## src/rtl/dtimer_pkg.sv

```systemverilog
package dtimer_pkg;
  localparam int CNT_W     = 16;
  localparam int PRE_W     = 4;
  localparam int PRE_CNT_W = 1 << PRE_W;
  localparam int ADDR_W    = 3;

  localparam logic [ADDR_W-1:0] OFS_CTRL  = 3'd0;
  localparam logic [ADDR_W-1:0] OFS_MOD   = 3'd2;
  localparam logic [ADDR_W-1:0] OFS_COUNT = 3'd4;

  // strobes and settings from control to datapath
  typedef struct packed {
    logic             restart;
    logic             overwrite;
    logic             run;
    logic [PRE_W-1:0] preSel;
    logic [CNT_W-1:0] loadVal;
    logic [CNT_W-1:0] reloadVal;
  } dpStrobes_t;
endpackage

```

## src/rtl/dtimer_ctrl.sv

```systemverilog
module dtimer_ctrl
  import dtimer_pkg::*;
(
  input  logic              clk,
  input  logic              rstN,
  input  logic              regWrite,
  input  logic [ADDR_W-1:0] regAddr,
  input  logic [CNT_W-1:0]  regWdata,
  input  logic              terminal,
  output logic [CNT_W-1:0]  ctrlWord,
  output logic [CNT_W-1:0]  modWord,
  output logic              irqLevel,
  output dpStrobes_t        strobes
);
  localparam int CFG_W = PRE_W + 5;

  logic             enQ, rldQ, flagQ, ieQ, ovwQ, dbgQ, dozeQ;
  logic [PRE_W-1:0] preQ;
  logic [CNT_W-1:0] modQ;

  logic             wrCtrl, wrMod, cfgChange, swClear;
  logic [CFG_W-1:0] cfgNow, cfgNew;
  logic [CNT_W-1:0] newLimit;

  always_comb begin
    wrCtrl    = regWrite && (regAddr == OFS_CTRL);
    wrMod     = regWrite && (regAddr == OFS_MOD);
    cfgNow    = {preQ, dozeQ, dbgQ, ovwQ, rldQ, enQ};
    cfgNew    = {regWdata[8 +: PRE_W], regWdata[6], regWdata[5], regWdata[4],
                 regWdata[1], regWdata[0]};
    cfgChange = wrCtrl && (cfgNow != cfgNew);
    swClear   = (wrCtrl && regWdata[2]) || wrMod;
    newLimit  = regWdata[1] ? modQ : {CNT_W{1'b1}};
  end

  always_comb begin
    strobes.restart   = cfgChange;
    strobes.overwrite = wrMod && ovwQ;
    strobes.run       = enQ;
    strobes.preSel    = preQ;
    strobes.loadVal   = cfgChange ? newLimit : regWdata;
    strobes.reloadVal = rldQ ? modQ : {CNT_W{1'b1}};
  end

  always_ff @(posedge clk) begin
    if (!rstN) begin
      enQ   <= 1'b0;
      rldQ  <= 1'b0;
      ovwQ  <= 1'b0;
      dbgQ  <= 1'b0;
      dozeQ <= 1'b0;
      preQ  <= '0;
      ieQ   <= 1'b0;
    end else if (wrCtrl) begin
      ieQ <= regWdata[3];
      if (cfgChange) begin
        enQ   <= regWdata[0];
        rldQ  <= regWdata[1];
        ovwQ  <= regWdata[4];
        dbgQ  <= regWdata[5];
        dozeQ <= regWdata[6];
        preQ  <= regWdata[8 +: PRE_W];
      end
    end
  end

  always_ff @(posedge clk) begin
    if (!rstN)      modQ <= {CNT_W{1'b1}};
    else if (wrMod) modQ <= regWdata;
  end

  // hardware expiry wins over a same-edge software clear
  always_ff @(posedge clk) begin
    if (!rstN)         flagQ <= 1'b0;
    else if (terminal) flagQ <= 1'b1;
    else if (swClear)  flagQ <= 1'b0;
  end

  always_comb begin
    ctrlWord = '0;
    ctrlWord[0] = enQ;
    ctrlWord[1] = rldQ;
    ctrlWord[2] = flagQ;
    ctrlWord[3] = ieQ;
    ctrlWord[4] = ovwQ;
    ctrlWord[5] = dbgQ;
    ctrlWord[6] = dozeQ;
    ctrlWord[8 +: PRE_W] = preQ;
    modWord  = modQ;
    irqLevel = flagQ && ieQ;
  end
endmodule

```

## src/rtl/dtimer_datapath.sv

```systemverilog
module dtimer_datapath
  import dtimer_pkg::*;
(
  input  logic             clk,
  input  logic             rstN,
  input  dpStrobes_t       strobes,
  output logic [CNT_W-1:0] countQ,
  output logic             terminal
);
  logic [PRE_CNT_W-1:0] preCnt;
  logic [PRE_CNT_W-1:0] divTop;
  logic [PRE_W:0]       shAmt;
  logic                 tick, loadNow;

  always_comb begin
    shAmt    = (PRE_W+1)'(PRE_CNT_W-1) - {1'b0, strobes.preSel};
    divTop   = {PRE_CNT_W{1'b1}} >> shAmt;
    tick     = strobes.run && (preCnt == divTop);
    loadNow  = strobes.restart || strobes.overwrite;
    terminal = tick && (countQ == '0) && !loadNow;
  end

  always_ff @(posedge clk) begin
    if (!rstN)                 preCnt <= '0;
    else if (strobes.restart)  preCnt <= '0;
    else if (tick)             preCnt <= '0;
    else if (strobes.run)      preCnt <= preCnt + PRE_CNT_W'(1);
  end

  always_ff @(posedge clk) begin
    if (!rstN)         countQ <= {CNT_W{1'b1}};
    else if (loadNow)  countQ <= strobes.loadVal;
    else if (terminal) countQ <= strobes.reloadVal;
    else if (tick)     countQ <= countQ - CNT_W'(1);
  end
endmodule

```

## src/rtl/irq_down_timer.sv

```systemverilog
module irq_down_timer
  import dtimer_pkg::*;
(
  input  logic        clk,
  input  logic        rstN,
  input  logic        regWrite,
  input  logic [2:0]  regAddr,
  input  logic [15:0] regWdata,
  output logic [15:0] regRdata,
  output logic        irqOut
);
  dpStrobes_t       strobes;
  logic [CNT_W-1:0] ctrlView, modView, countQ;
  logic             terminal;

  dtimer_ctrl u_ctrl (
    .clk(clk), .rstN(rstN), .regWrite(regWrite), .regAddr(regAddr),
    .regWdata(regWdata), .terminal(terminal), .ctrlWord(ctrlView),
    .modWord(modView), .irqLevel(irqOut), .strobes(strobes)
  );

  dtimer_datapath u_dp (
    .clk(clk), .rstN(rstN), .strobes(strobes),
    .countQ(countQ), .terminal(terminal)
  );

  always_comb begin
    unique case (regAddr)
      OFS_CTRL:  regRdata = ctrlView;
      OFS_MOD:   regRdata = modView;
      OFS_COUNT: regRdata = countQ;
      default:   regRdata = '0;
    endcase
  end
endmodule

```

## config.mk

```make
export PLATFORM = sky130hd
export DESIGN_NAME = irq_down_timer
export DESIGN_NICKNAME = d
export VERILOG_FILES = /design/src/rtl/dtimer_pkg.sv /design/src/rtl/dtimer_ctrl.sv /design/src/rtl/dtimer_datapath.sv /design/src/rtl/irq_down_timer.sv
export SDC_FILE = /design/constraint.sdc
export NUM_CORES = 1
export LEC_CHECK = 0
export BUFFER_PORTS_ARGS = -buffer_cell sky130_fd_sc_hd__buf_4
export CAP_MARGIN = 20
export CORE_MARGIN = 2
export CORE_UTILIZATION = 49
export CTS_CLUSTER_SIZE = 12
export DETAILED_ROUTE_END_ITERATION = 8
export PLACE_DENSITY = 0.8
export REMOVE_ABC_BUFFERS = 1
export SYNTH_ARGS = -nofsm -noshare
export SYNTH_HDL_FRONTEND = slang
export SYNTH_SLANG_ARGS = --single-unit
```

## constraint.sdc

```tcl
create_clock -name clk -period 2.24 [get_ports clk]
set_clock_uncertainty 0.1 [all_clocks]
set_input_delay 0.448 -clock clk [delete_from_list [all_inputs] [get_ports clk]]
set_output_delay 0.448 -clock clk [all_outputs]
set_load 0.01 [all_outputs]
```

# --- Word-level counts from Yosys, hierarchy flattened ---
# Cells that the tools add are included.
totals:
  word_cells: 47
  inputBits: 22
  register_bits: 59
  output_inout_bits: 17
op_classes:
  muxes: 9
  bitwise: 1
  eq_ne: 4
  add_sub_neg: 3
  shifts: 1
  n_reduce_logical: 18
ops:
  columns: ["op", "n"]
  rows:
  - ["two-way mux 16 bit", 6]
  - ["one-hot mux 16 bit (3 select lines)", 1]
  - ["adder 16 x 1 -> 16 bit, second input constant", 1]
  - ["== test 16 bit", 1]
  - ["zero test 16 bit", 1]
  - [">> shifter 16 x 5 -> 16 bit, first input constant", 1]
  - ["subtractor 16 x 1 -> 16 bit, second input constant", 1]
  - ["logical AND 1 bit", 9]
  - ["inequality test 9 bit", 1]
  - ["subtractor 4 x 4 -> 5 bit, first input constant", 1]
  - ["== test 3 x 2 -> 1 bit, second input constant", 1]
  - ["== test 3 bit, second input constant", 1]
  - ["zero test 3 bit", 1]
  - ["nonzero test 3 bit", 1]
  - ["OR reduction 3 bit", 1]
  - ["logical OR 1 bit", 2]
  - ["two-way mux 1 bit", 2]
  - ["AND reduction 2 bit", 1]
  - ["nonzero test 2 bit", 1]
  - ["zero test 1 bit", 1]
  - ["NOT 1 bit", 1]

# --- Depth between registers and ports, before layout ---
logic_depth:
  ltp_word: 8
  depth_mapped: 11
  depth_no_buf: 8

# --- Cells and area by module ---
# A second synthesis with hierarchy kept.
unflattened:
  hier_cells: 605
  area_unflattened_um2: 4897.2
modules_own_cells:
  columns: ["mod", "cells_each", "n_inst", "area_each_um2", "seq_area_each_um2"]
  rows:
  - ["dtimer_datapath", 315, 1, 2436.1, 640.6]
  - ["dtimer_ctrl", 216, 1, 1771.7, 540.5]
  - ["irq_down_timer", 74, 1, 689.4, 0.0]

# --- Worst setup path before layout ---
# No wires, ideal clock.
synth_path:
  path_kind: "input port to flip-flop"
  from: "in regAddr[0]"
  to: "reg u_dp.countQ[10]"
  required_time_ps: 1999
  setup_slack_ps: -189
  t_arrival_ps: 2188
  path_stages: 10
  setup_time_ps: 141
  cell_sequence: "clkbuf_1 -> nand2b_1 -> or3_1 -> buf_6 -> a31oi_4 -> buf_2 -> clkbuf_1 -> nand3b_1 -> o211ai_1 -> nand4_1"
synth_between:
  elab_chain_cells: 8
  elab_cells_between_ends: 13
  cone_classes: "eq/ne (1); mux (3); reduce/logical (9)"
synth_rtl:
  columns: ["item", "line", "rtl"]
  rows:
  - ["start, declared", "irq_down_timer.sv:7", "input logic [2:0] regAddr,"]
  - ["== test 3 x 2 -> 1 bit / zero test 3 bit (equally long branches)", "dtimer_ctrl.sv:27, dtimer_ctrl.sv:26", null]
  - ["logical AND 1 bit, on equally long branches", "dtimer_ctrl.sv:27, dtimer_ctrl.sv:26", null]
  - ["logical AND 1 bit, on equally long branches", "dtimer_ctrl.sv:38, dtimer_ctrl.sv:31", null]
  - ["logical OR 1 bit", "dtimer_datapath.sv:19", "loadNow = strobes.restart || strobes.overwrite;"]
  - ["zero test 1 bit", "dtimer_datapath.sv:20", "terminal = tick && (countQ == '0) && !loadNow;"]
  - ["logical AND 1 bit", "dtimer_datapath.sv:20", null]
  - ["two-way mux 16 bit", "dtimer_datapath.sv:33", "else if (terminal) countQ <= strobes.reloadVal;"]
  - ["two-way mux 16 bit", "dtimer_datapath.sv:32", "else if (loadNow) countQ <= strobes.loadVal;"]
  - ["end signal, assigned", "dtimer_datapath.sv:32", null]
  - ["end signal, assigned", "dtimer_datapath.sv:33", null]
  - ["end signal, assigned", "dtimer_datapath.sv:34", "else if (tick) countQ <= countQ - CNT_W'(1);"]
  - ["end, declared", "dtimer_datapath.sv:7", "output logic [CNT_W-1:0] countQ,"]
# Several ways; a longest one is shown, not always the timed one.
# A chain may end at the register's enable or synchronous reset.

# --- Final worst setup path ---
layout_path:
  from: "reg u_dp.countQ[6]"
  to: "reg u_dp.countQ[9]"
layout_between:
  elab_chain_cells: 5
  elab_cells_between_ends: 8
  cone_classes: "add/sub (1); mux (3); reduce/logical (4)"
layout_rtl:
  columns: ["item", "line", "rtl"]
  rows:
  - ["start signal, assigned", "dtimer_datapath.sv:31", "if (!rstN) countQ <= {CNT_W{1'b1}};"]
  - ["start signal, assigned", "dtimer_datapath.sv:32", null]
  - ["start signal, assigned", "dtimer_datapath.sv:33", null]
  - ["parallel branches: the longest is 5 deep, another holds subtractor 16 x 1 -> 16 bit", null, null]
# Parallel ways; which one is timed is not known. The select of a mux whose other input is x is not followed.

==> summary.txt <==
Layout
  – Antenna Cells: 0
  – Most frequent cells in the layout: buf_4, nand2_1, nor2_1, dfxtp_1
  – Non-Filler Instances: 757
  – Final instance area: 5600 um^2
  – Seq. cell area: 1200 um^2
  – Multi-input logic area: 2780 um^2
  – Most common cell after layout, fill and taps aside: buf_4
  – Post-layout nets: 676
  – P&R area growth vs syn: 42.6%
  – Layout cells sized above 1: 0.369
  – FILL cells: 534

Logic synthesis
  – Post-Synth Simple-Gate Area: 0.352
  – Number of synthesized flops with an enable pin: 0
  – Syn avg cell area: 7.49 um^2
  – Top_reg_cell synth: dfxtp_1
  – Sequential-to-total area share from yosys stat: 0.301
  – Post-synthesis adder-cell area fraction: 0.00638
  – Post-synthesis compound-gate area fraction: 0.178
  – Synthesized cell area: 3930 um^2
  – Synth Area in XOR/XNOR: 0.0692
  – Ys async rst share: 0
  – Yosys cell types: 59
  – Synthesis Warnings: 0
  – Mux cell area share after synthesis: 0.0383
  – Number of synthesized register bits: 59
  – Combinational family with the most area after synthesis: simple AND/OR/NAND/NOR gates
  – Cells after Synth: 524

Floorplan
  – Core region area: 7730 um^2
  – Rows: 32
  – Die W: 93.5 um
  – Die H: 93.5 um
  – Die ar.: 8740 um^2
  – Ports: 39
  – Initial Util: 0.508

Timing
  – RSZ-0062 raised after global routing: true
  – Post-route setup slack: -354 ps
  – Worst-margin pin slew: 559 ps
  – Pins Over Slew Limit: 0
  – Tcrit/Tclk final: 1.16
  – Highest achievable clock rate: 386 MHz
  – Post-layout min period: 2590 ps
  – Worst slew margin: 0.627
  – Final Setup Violations: 32
  – Final hold violations: 0

Drt
  – Total Wirelength: 14,200 um
  – Drt pass-1 iters: 5
  – Vias per Instance: 6.16
  – Final ANT Viol Nets: 0
  – Iter 0 DRT Violations: 492
  – Routed vias: 4,665
  – Avg WL per Cell: 18.8 um
  – DR DRC count: 0

Critical path
  – WS Path Type: register to register
  – Worst stage delay on the critical path: 540 ps
  – Buf+Inv Stages, Crit Path: 1
  – Startpoint types: register
  – Worst-path cell chain: or3_4 > or4b_4 > or3b_4 > nor3_4 > buf_4 > a21o_4 > a211oi_2 > a211oi_2
  – Critical path's slowest cell: or4b_4
  – Critical path peak fanout: 4
  – Most frequent CP cell: a211oi_2
  – Worst setup EP type: register
  – Req. time, crit path: 2410 ps
  – CP top delay family: simple AND/OR/NAND/NOR gates
  – Crit path arrival time: 2770 ps

Power
  – Pleak: 0.00222 uW
  – Power Dens Cells: 457 nW/um^2
  – Final Power: 2560 uW
  – Worst IR Drop VDD: 0.354 mV

Clocking
  – H-tree depth: 3
  – Clock sinks: 59
  – Worst skew pair latency: 360 ps
  – CTS buffer count: 9
  – Clock transition at path regs: 70 ps
  – Clock root cell: clkbuf_8
  – CTS Buffer Depth: 2
  – CTS tree: built

GRT
  – Antenna violations before repair: 0
  – Largest net degree at the start of global routing: 27
  – GRT Overall Usage: 0.320
  – GRT overflow: 0
  – First-pass GRT wire length: 21,800 um
  – Number of global-route vias before repair: 4,688

Flow run
  – Max Cap Viol: 0

Placed design
  – DP Area: 4900 um^2
  – Final GP Congestion: 0.974
  – HPWL after DPL: 9290 um
  – Post-Place Setup Slack: -352 ps
  – Placed cells: 722
  – Buffers on Ports: 38

Status
  – Status: finished, violations left
  – Failing checks: negative setup slack

Worst hold path
  – Worst Hold Class: input pin to register
power by group:
group / internal (uW) / switching [uW] / total (uW)
sequential: 1070 / 23.6 / 1090
clock: 591 / 448 / 1040
combinational: 200 / 228 / 428
total: 1860 / 700 / 2560
worst paths after layout:
kind | from | end | slack (ps) | cells after the start
setup / recovery | u_dp.countQ[6]$_SDFFE_PN1P_ | u_dp.countQ[9]$_SDFFE_PN1P_ | -350 | 8
hold / removal | regWdata[13] | u_ctrl.modWord[13]$_SDFFE_PN1P_ | 210 | 3
setup reg to reg | u_dp.countQ[6]$_SDFFE_PN1P_ | u_dp.countQ[9]$_SDFFE_PN1P_ | -350 | 8
hold reg to reg | u_ctrl.flagQ$_SDFFE_PN0P_ | u_ctrl.flagQ$_SDFFE_PN0P_ | 400 | 2
routing by layer:
metal  routed length [um]  vias to the layer above  track usage
met5                    0                        -            0
met4                  627                        0        0.179
met3                 1180                       75       0.0782
met2                 7150                      280        0.560
met1                 5260                     2195        0.352
li1                     -                     2115            -
synth_stat cells, drive strengths merged, types with 4 or more instances:
library cell / number / area share
mux2i: 15 / 0.038
inv: 9 / 0.0086
nand2b: 6 / 0.0096
o21ai: 23 / 0.029
xor2: 20 / 0.045
buf: 15 / 0.025
a21oi: 35 / 0.045
and2: 4 / 0.0073
xnor2: 11 / 0.025
nor2b: 4 / 0.0064
or4: 4 / 0.0077
nand2: 67 / 0.064
dfxtp: 59 / 0.30
clkbuf: 23 / 0.022
nor3: 11 / 0.017
or3: 12 / 0.022
nor2: 71 / 0.069
a22oi: 13 / 0.025
nand3b: 20 / 0.038
nand4: 11 / 0.018
o211ai: 12 / 0.023
nand3: 33 / 0.043
logic make-up (layout without fill, tap and decap cells):
family	Yosys count	after routing
AOI/OAI and AO/OA	106	106
xor gates and xnor gates	31	31
adders and majority gates	2	2
buffers and inverters	47	178
DFF	59	59
muxes	15	15
and+or+nand+nor	264	264
through the flow:
stage                     hold WS [ps]   util  setup TNS (ps)
after CTS                          209  0.688           -2080
after global placement             361  0.635           -4240
after detailed placement           383  0.635           -5590
after global routing               221  0.724           -6080
after floorplan                    344      -          -15590
final                              207  0.724           -3510
worst register-to-register path: cells and delay by family, from the launching register on:
kind / cells / cell delay [ps]
DFF: 1 / 310
AOI/OAI and AO/OA: 3 / 350
and+or+nand+nor: 4 / 1580
buffers and inverters: 1 / 170
cell type report:
| cell class | count | area share |
|---|---|---|
| clock inverter | 2 | 0.00626 |
| sequential | 59 | 0.215 |
| clock buffer | 12 | 0.0295 |
| inverter | 9 | 0.00604 |
| multi-input combinational | 418 | 0.497 |
| tap | 102 | 0.0228 |
| timing repair buffer | 155 | 0.224 |
registers in the layout (all words and copies together) (netlist names):
| register | cells |
|---|---|
| u_ctrl.modWord | 16 |
| u_dp.countQ | 16 |
| u_dp.preCnt | 16 |
| u_ctrl.preQ | 4 |
| u_ctrl.dbgQ | 1 |
| u_ctrl.dozeQ | 1 |
| u_ctrl.enQ | 1 |
| u_ctrl.flagQ | 1 |
| u_ctrl.ieQ | 1 |
| u_ctrl.ovwQ | 1 |
| u_ctrl.rldQ | 1 |
what timing repair did:
action,4_1_cts,5_1_grt
hold endpoints to repair,0,0
endpoints found under the setup margin,32,35
hold buffers,0,0
gates cloned,0,1
resized for setup,32,57
pin swaps,14,29
setup buffers,12,8
Note: power is estimated with default switching activity, not from simulation.
